**config.mk**
```make
export PLATFORM = sky130hd
export DESIGN_NAME = write_gate
export DESIGN_NICKNAME = d
export VERILOG_FILES = /design/src/rtl/wgate_pkg.sv /design/src/rtl/wgate_pin_reg.sv /design/src/rtl/wgate_wel.sv /design/src/rtl/wgate_region.sv /design/src/rtl/wgate_decide.sv /design/src/rtl/write_gate.sv
export SDC_FILE = /design/constraint.sdc
export NUM_CORES = 1
export LEC_CHECK = 0
export BUFFER_PORTS_ARGS = -buffer_cell sky130_fd_sc_hd__buf_2
export CAP_MARGIN = 20
export CORE_AREA = 2 2 39 41
export DETAILED_ROUTE_END_ITERATION = 8
export DIE_AREA = 0 0 41 43
export HOLD_SLACK_MARGIN = 0.02
export PLACE_DENSITY = 0.45
export RECOVER_POWER = 50
export SYNTH_ARGS = -nofsm -noshare
export SYNTH_HDL_FRONTEND = slang
export SYNTH_HIERARCHICAL = 1
export SYNTH_SLANG_ARGS = --single-unit
```
**constraint.sdc**
```tcl
create_clock -name clk_i -period 0.9 [get_ports clk_i]
set_input_delay 0.045 -clock clk_i [delete_from_list [all_inputs] [get_ports clk_i]]
set_output_delay 0.045 -clock clk_i [all_outputs]
set_load 0.05 [all_outputs]
```
**src/rtl/wgate_pkg.sv**
```systemverilog
package wgate_pkg;
  typedef enum logic [1:0] {
    TGT_ARRAY      = 2'd0,
    TGT_WIPER_NV   = 2'd1,
    TGT_WIPER_LIVE = 2'd2,
    TGT_STATUS     = 2'd3
  } tgt_e;

  typedef enum logic [2:0] {
    RSN_NONE     = 3'd0,
    RSN_PIN_NV   = 3'd1,
    RSN_PIN_LOCK = 3'd2,
    RSN_NO_WEL   = 3'd3,
    RSN_REGION   = 3'd4
  } rsn_e;

  function automatic logic tgt_is_nv(tgt_e t);
    return (t == TGT_ARRAY) || (t == TGT_WIPER_NV);
  endfunction

  function automatic logic tgt_needs_wel(tgt_e t);
    return t != TGT_STATUS;
  endfunction
endpackage

```
**src/rtl/wgate_pin_reg.sv**
```systemverilog
module wgate_pin_reg #(
  parameter int LOCK_W = 2
) (
  input  logic              clk_i,
  input  logic              rst_ni,
  input  logic              wp_i,
  input  logic [LOCK_W-1:0] lock_i,
  output logic              wp_q_o,
  output logic [LOCK_W-1:0] lock_q_o
);
  always_ff @(posedge clk_i or negedge rst_ni) begin
    if (!rst_ni) begin
      wp_q_o   <= 1'b0;
      lock_q_o <= '0;
    end else begin
      wp_q_o   <= wp_i;
      lock_q_o <= lock_i;
    end
  end
endmodule

```
**src/rtl/wgate_wel.sv**
```systemverilog
module wgate_wel (
  input  logic clk_i,
  input  logic rst_ni,
  input  logic set_i,
  input  logic clr_i,
  output logic wel_o
);
  always_ff @(posedge clk_i or negedge rst_ni) begin
    if (!rst_ni)    wel_o <= 1'b0;
    else if (clr_i) wel_o <= 1'b0;  // clear has priority
    else if (set_i) wel_o <= 1'b1;
  end
endmodule

```
**src/rtl/wgate_region.sv**
```systemverilog
module wgate_region #(
  parameter int ADDR_W = 8,
  parameter int LOCK_W = 2
) (
  input  logic [ADDR_W-1:0] addr_i,
  input  logic [LOCK_W-1:0] lock_i,
  output logic              locked_o
);
  localparam int DEPTH  = 1 << ADDR_W;
  localparam int NCODES = 1 << LOCK_W;

  logic [NCODES-1:0] hit;

  assign hit[0] = 1'b0;

  // code c locks the top DEPTH >> (NCODES-1-c) addresses
  for (genvar c = 1; c < NCODES; c++) begin : g_code
    localparam int SHIFT = NCODES - 1 - c;
    localparam int START = (SHIFT >= ADDR_W) ? DEPTH : DEPTH - (DEPTH >> SHIFT);
    assign hit[c] = (int'(addr_i) >= START);
  end

  assign locked_o = hit[lock_i];
endmodule

```
**src/rtl/wgate_decide.sv**
```systemverilog
module wgate_decide
  import wgate_pkg::*;
#(
  parameter int LOCK_W = 2
) (
  input  logic              req_i,
  input  tgt_e              tgt_i,
  input  logic              wp_i,
  input  logic [LOCK_W-1:0] lock_i,
  input  logic              wel_i,
  input  logic              in_region_i,
  output logic              grant_o,
  output logic              deny_o,
  output rsn_e              reason_o
);
  rsn_e rsn;

  always_comb begin
    rsn = RSN_NONE;
    if (wp_i && tgt_is_nv(tgt_i))                 rsn = RSN_PIN_NV;
    else if (wp_i && (lock_i != '0))              rsn = RSN_PIN_LOCK;
    else if (tgt_needs_wel(tgt_i) && !wel_i)      rsn = RSN_NO_WEL;
    else if ((tgt_i == TGT_ARRAY) && in_region_i) rsn = RSN_REGION;
  end

  assign grant_o  = req_i && (rsn == RSN_NONE);
  assign deny_o   = req_i && (rsn != RSN_NONE);
  assign reason_o = req_i ? rsn : RSN_NONE;
endmodule

```
**src/rtl/write_gate.sv**
```systemverilog
module write_gate
  import wgate_pkg::*;
#(
  parameter int ADDR_W = 8,
  parameter int LOCK_W = 2
) (
  input  logic              clk_i,
  input  logic              rst_ni,
  input  logic              wp_i,
  input  logic [LOCK_W-1:0] lock_i,
  input  logic              wel_set_i,
  input  logic              wel_clr_i,
  input  logic              req_valid_i,
  input  logic [1:0]        req_target_i,
  input  logic [ADDR_W-1:0] req_addr_i,
  output logic              grant_o,
  output logic              deny_o,
  output logic [2:0]        reason_o
);
  logic              wp_q;
  logic [LOCK_W-1:0] lock_q;
  logic              wel_q;
  logic              in_region;
  rsn_e              rsn;
  tgt_e              tgt;

  assign tgt = tgt_e'(req_target_i);

  wgate_pin_reg #(.LOCK_W(LOCK_W)) u_pin (
    .clk_i(clk_i), .rst_ni(rst_ni), .wp_i(wp_i), .lock_i(lock_i),
    .wp_q_o(wp_q), .lock_q_o(lock_q)
  );

  wgate_wel u_wel (
    .clk_i(clk_i), .rst_ni(rst_ni), .set_i(wel_set_i), .clr_i(wel_clr_i),
    .wel_o(wel_q)
  );

  wgate_region #(.ADDR_W(ADDR_W), .LOCK_W(LOCK_W)) u_region (
    .addr_i(req_addr_i), .lock_i(lock_q), .locked_o(in_region)
  );

  wgate_decide #(.LOCK_W(LOCK_W)) u_decide (
    .req_i(req_valid_i), .tgt_i(tgt), .wp_i(wp_q), .lock_i(lock_q),
    .wel_i(wel_q), .in_region_i(in_region),
    .grant_o(grant_o), .deny_o(deny_o), .reason_o(rsn)
  );

  assign reason_o = rsn;
endmodule

```
==> run metrics, run 1 <==
Final TNS setup -2.45 ns; Final GP Congestion 0.609; Final Non-Filler Cells 66; largest net degree at the start of global routing 6; Area Growth Syn to Fin 142%; IO Count 23; XOR/XNOR Fraction of Synth Area 0%; synthesized cell area 213 um2; DP Area 400 um2; part of the power in registers 30.5%; total global routing overflow 0; WP data required 0.85 ns; P_int 459 uW; Inst Count DP 59; Synth top area share 47.1%; H-tree level count 1; Distinct cells, synth 17; Syn Inst Count 23; Hold WC Path Type in2reg; Post-Synth Simple-Gate Area 30.6%; worst skew pair latency 0.23 ns; Pre-Repair DR Iteration Count 1; Max rail drop VDD 0.451 mV; mux cell area share after synthesis 0%; fin. max-slew vios 0; Yosys Warn Count 6; post-DP HPWL 489 um; metal1 wirelength 240 um; Fillers 138; DIE WIDTH 41 um; Syn Area/Cell 9.25 um2; die height 43 um; Final Setup Violations 5; FMAX 0.692 GHz; Vias 262; worst path arrival time 1.40 ns; Worst-Margin Slew 0.199 ns; Num CTS Buffers 3; CP endpoint kind primary output; Crit Path Category reg2out; aggregate global-route resource usage 9.88%; Layout Nets 70; reg2reg setup slack 0.12 ns; final instance area 515 um2; first-pass GRT wire length 1060 um; failing checks setup timing; core box area 1380 um2; routed len/inst 9.45 um; Setup Skew 0 ns; Comb pwr share 36.2%; status finished with violations; Final Worst Setup Slack -0.544 ns; NetSw 187 uW; diode count 0; uppermost routed layer met4; DRT antenna net count 0; cell accounting for the most synthesized area dfrtp_1; Relative slew margins 86.7%; met3 WL post-DR 73 um; adder-cell share of the synthesized area 0%; top post-synthesis cells by area dfrtp_1 47%, nand2_1 5.3%, o21ba_1 4.7%; initial drt markers 0; drc violations 0; unrepaired setup endpoints after global routing true; fin crit share 160%; #FFs+latches synth 4; CTS Root Cell clkbuf_4; num rows 14; max cap viols 0; CTS tree built; total clock sinks 4; clk slew on worst S/H paths 0.04 ns; largest family of logic cells by synthesized area simple AND/OR/NAND/NOR gates; initial antenna violation count 0; Vias/cell 3.97; crit-path max FO 3; final hold violations 0; Synth Area in Compound Gates 22.4%; die area 1760 um2; Met2 Routed Length 297 um; Syn Nets 41; number of setup buffers added after CTS 0; vias in the first global route 283; Sw Ratio 28.9%; Max Root-Sink Buffers 2; Starting Density 15.4%; fin crit period 1.44 ns; Leakage 0.000243 uW; layout cells sized above 1 62.0%; Worst Setup Start Kind flop; Cell Pwr Density 1250 nW/um2; sequential area share after synthesis 47.1%; Clock power frac 33.3%; hold slack 0.0403 ns; Post-Route WL 624 um; I/O Buffers 16; Finished Core Util 37.3%
[worst max-delay path, stage by stage, from the launching register on]
cell	delay (ns)
dfrtp_1	0.38
o21ai_1	0.12
nand2_1	0.06
nor2b_4	0.13
o21bai_4	0.13
and3_4	0.20
buf_8	0.14
[power by group through the flow]
stage	clock network, uW	registers, uW	logic [uW]
floorplan	0	201	118
global placement	0	199	190
detailed placement	0	199	189
CTS	229	197	233
global route	256	198	252
finish	215	197	234
[per-layer routing]
metal	vias to the layer above	track usage, %
li1	137	-
met1	106	9.12
met2	17	13.8
met3	2	4.19
met4	0	12.0
met5	-	0
[area by class of cell]
class                      instances  area, um2  area share, %
clock buffer                       3       22.5           4.37
multi-input combinational         19        170           33.0
sequential                         4        100           19.4
tap                               16       20.0           3.88
timing repair buffer              24        203           39.3
[cell usage after synthesis (all sizes together)]
cell type	n
and3	2
o21ai	2
nor2b	1
nor2	3
a21boi	1
nand2b	1
dfrtp	4
and4	1
o21bai	1
o21ba	1
nand3	1
nand2	3
o21a	1
a21oi	1
[stage by stage]
step                setup WS (ns)  power, uW
finish                     -0.544        646
global route               -0.626        706
CTS                        -0.564        659
detailed placement         -0.429        388
global placement           -0.418        389
floorplan                  -0.264        319
[kinds of logic (layout without fill, tap and decap cells)]
group           Yosys count  count (layout)
simple gates             12              12
compound gates            7               7
flops                     4               4
buf+inv                   0              27
[cell usage in the layout (no fill, tap or decap), drive strengths merged]
master	netlist	layout
a21boi	1	1
a21oi	1	1
and3	2	2
and4	1	1
buf	0	19
clkbuf	0	4
dfrtp	4	4
dlygate4sd3	0	4
nand2	3	3
nand2b	1	1
nand3	1	1
nor2	3	3
nor2b	1	1
o21a	1	1
o21ai	2	2
o21ba	1	1
o21bai	1	1
[repair_timing]
action / CTS / global route
cloned: 0 / 0
gates resized for setup: 15 / 1
hold endpoints to repair: 7 / 0
pin swaps: 7 / 3
hold buffers: 4 / 0
endpoints found under the setup margin: 5 / 5
[state kept, by name (all words and copies together) (netlist names)]
signal          cells
u_pin/lock_q_o      2
u_pin/wp_q_o        1
u_wel/wel_o         1
[final timing paths]
kind	from	end	depth (start not counted)
min	wel_set_i	u_wel/wel_o	2
max	u_pin/lock_q_o[0]	grant_o	6
max in group asynchronous	rst_ni	u_pin/lock_q_o[0]	2
min reg2reg	u_wel/wel_o	u_wel/wel_o	2
min in group asynchronous	rst_ni	u_wel/wel_o	2
max reg2reg	u_wel/wel_o	u_wel/wel_o	2
Power figures use the tool's default switching activity.
==> inputs of run 2 (changes only) <==
CELL_PAD_IN_SITES_DETAIL_PLACEMENT = 0   (was default)
CELL_PAD_IN_SITES_GLOBAL_PLACEMENT = 1   (was default)
PLACE_DENSITY = 0.63   (was 0.45)
==> run metrics, run 2 (synthesis results as in run 1) <==
status finished with violations; failing checks setup timing; post-DP HPWL 473 um (-3.3%); reg2reg setup slack 0.12 ns (about the same); crit-path max FO 3 (unchanged); final hold violations 0 (unchanged); Worst Setup Start Kind flop; H-tree level count 1 (unchanged); commonest non-fill, non-tap cell in the layout buf_2; Setup Skew 0 ns (unchanged); crit path cell chain o21ai_1, nand2_1, nor2b_4, o21bai_4, and3_4, buf_8; I/O Buffers 16 (unchanged); IO Count 23 (unchanged); Setup WS pre-CTS -0.412 ns (+0.0166 ns); hold slack 0.0414 ns (+0.00107 ns); vias in the first global route 307 (+8.5%); Starting Density 15.4% (unchanged); max cap viols 0 (unchanged); Layout Nets 71 (+1.4%); worst r2r src u_wel/wel_o; core box area 1380 um2 (unchanged); fin. max-slew vios 0 (unchanged); DIE WIDTH 41 um (unchanged); Worst Path Buf+Inv 1 (unchanged); Comb pwr share 36.6% (+0.4 points); top flop regs u_pin/lock_q_o x2, u_pin/wp_q_o x1, u_wel/wel_o x1; Num CTS Buffers 3 (unchanged); diode count 0 (unchanged); cell family with most CP delay simple AND/OR/NAND/NOR gates; Crit Path Category reg2out; Fillers 139 (+0.72%); commonest cells after routing, fill and taps aside 10 x buf_2, 4 x dlygate4sd3_1, 4 x buf_8, 4 x buf_4, 4 x dfrtp_1; Vias 261 (-0.38%); Post-Route WL 639 um (+2.4%); number of setup buffers added after CTS 0 (unchanged); Final TNS setup -2.41 ns (+0.0346 ns); Setup crit end grant_o; Area Growth Syn to Fin 144%; drc violations 0 (unchanged); fin crit share 158% (-2.0 points); layout cells sized above 1 62.7% (+0.75 points); Clock power frac 33.1% (-0.2 points); num rows 14 (unchanged); Relative slew margins 86.6% (-0.16 points); Final Setup Violations 5 (unchanged); uppermost routed layer met4; Vias/cell 3.90 (-1.9%); aggregate global-route resource usage 9.89% (+0.010 points); part of the power in registers 30.3% (-0.2 points); Sw Ratio 28.9% (about the same); Worst Hold Depth 2 (unchanged); largest net degree at the start of global routing 6 (unchanged); unrepaired setup endpoints after global routing true; clk slew on worst S/H paths 0.04 ns (about the same); Leakage 0.000247 uW (+1.6%); Max rail drop VDD 0.490 mV (+8.7%); die area 1760 um2 (unchanged); NetSw 188 uW (+0.42%); largest reg by FF count u_pin/lock_q_o; WP data required 0.85 ns (about the same); CP endpoint kind primary output; P_int 462 uW (+0.55%); Worst-Margin Slew 0.202 ns (+0.00233 ns); max reg flops 2 (unchanged); die height 43 um (unchanged); total clock sinks 4 (unchanged); total global routing overflow 0 (unchanged); DRT antenna net count 0 (unchanged); initial antenna violation count 0 (unchanged); critical path depth 6 (unchanged); critical path startpoint u_pin/lock_q_o[0]; peak per-stage delay on the critical path 0.38 ns (about the same); met3 WL post-DR 64 um (-12%); worst path arrival time 1.38 ns (-0.02 ns); fin crit period 1.43 ns (-0.0182 ns); Hold WC Path Type in2reg; Max Root-Sink Buffers 2 (unchanged); worst-case reg-to-reg path depth 2 (unchanged); first-pass GRT wire length 1120 um (+5.2%); Cell Pwr Density 1250 nW/um2 (-0.22%); CTS tree built; Final GP Congestion 0.616 (+1.2%); FMAX 0.701 GHz (+1.3%); Pre-Repair DR Iteration Count 2 (+1); routed len/inst 9.54 um (+0.88%); worst skew pair latency 0.23 ns (about the same); initial drt markers 2 (+2); Met2 Routed Length 310 um (+4.4%); metal1 wirelength 245 um (+2.1%); slowest stage cell, crit path dfrtp_1; CTS Root Cell clkbuf_4; Final Worst Setup Slack -0.526 ns (+0.0182 ns); Reg2Reg Capture Point u_wel/wel_o
-- run 2: changes by cell type in the layout (fill, tap and decap cells not counted), sizes merged --
cell,change
buf,+1
-- run 2: final cells by class --
class / count / area [um2] / share of cell area (%)
well taps: 16 / 20.0 / 3.86
clock buffers: 3 / 22.5 / 4.34
multi-input cells: 19 / 170 / 32.8
flip-flops and latches: 4 / 100 / 19.3
repair buffers: 25 / 206 / 39.8
-- run 2: stage by stage --
| stage | total power [uW] | cells | util (%) | cell area (um2) |
|---|---|---|---|---|
| 2_1_floorplan | 319 | 23 | - | 270 |
| 3_3_place_gp | 393 | 60 | 29.5 | 408 |
| 3_5_place_dp | 394 | 60 | 29.5 | 408 |
| 4_1_cts | 660 | 67 | 37.3 | 517 |
| 5_1_grt | 705 | 67 | 37.5 | 519 |
| 6_report | 650 | 67 | 37.5 | 519 |
-- run 2: power groups by stage --
stage	sequential, uW	combinational, uW	clock (uW)
global placement	199	194	0
floorplan	201	118	0
finish	197	238	215
CTS	197	236	227
detailed placement	199	195	0
global route	198	253	253
-- run 2: worst register-to-register path: stages, from the launching register on --
cell and delay (ns):
dfrtp_1 0.38, buf_4 0.14, o21ba_1 0.15
-- run 2: worst min-delay path by stage --
stage / slack [ns] / start / end
after floorplan: -0.25 / rst_ni / u_pin/lock_q_o[0]
after global placement: -0.15 / rst_ni / u_wel/wel_o
after detailed placement: -0.15 / rst_ni / u_wel/wel_o
after CTS: 0.04 / wel_set_i / u_wel/wel_o
after global routing: 0.04 / wel_set_i / u_wel/wel_o
final: 0.04 / wel_set_i / u_wel/wel_o
-- run 2: per-layer routing --
metal / GRT usage, % / vias to the layer above
met5: 0 / -
met2: 14.4 / 19
met1: 10.1 / 103
li1: - / 137
met3: 3.14 / 2
met4: 10.0 / 0
-- run 2: repair_timing --
item	CTS	global route
endpoints found under the hold margin	7	0
hold buffers	4	0
pin swaps	9	4
setup endpoints to repair	5	5
gates resized for setup	14	1
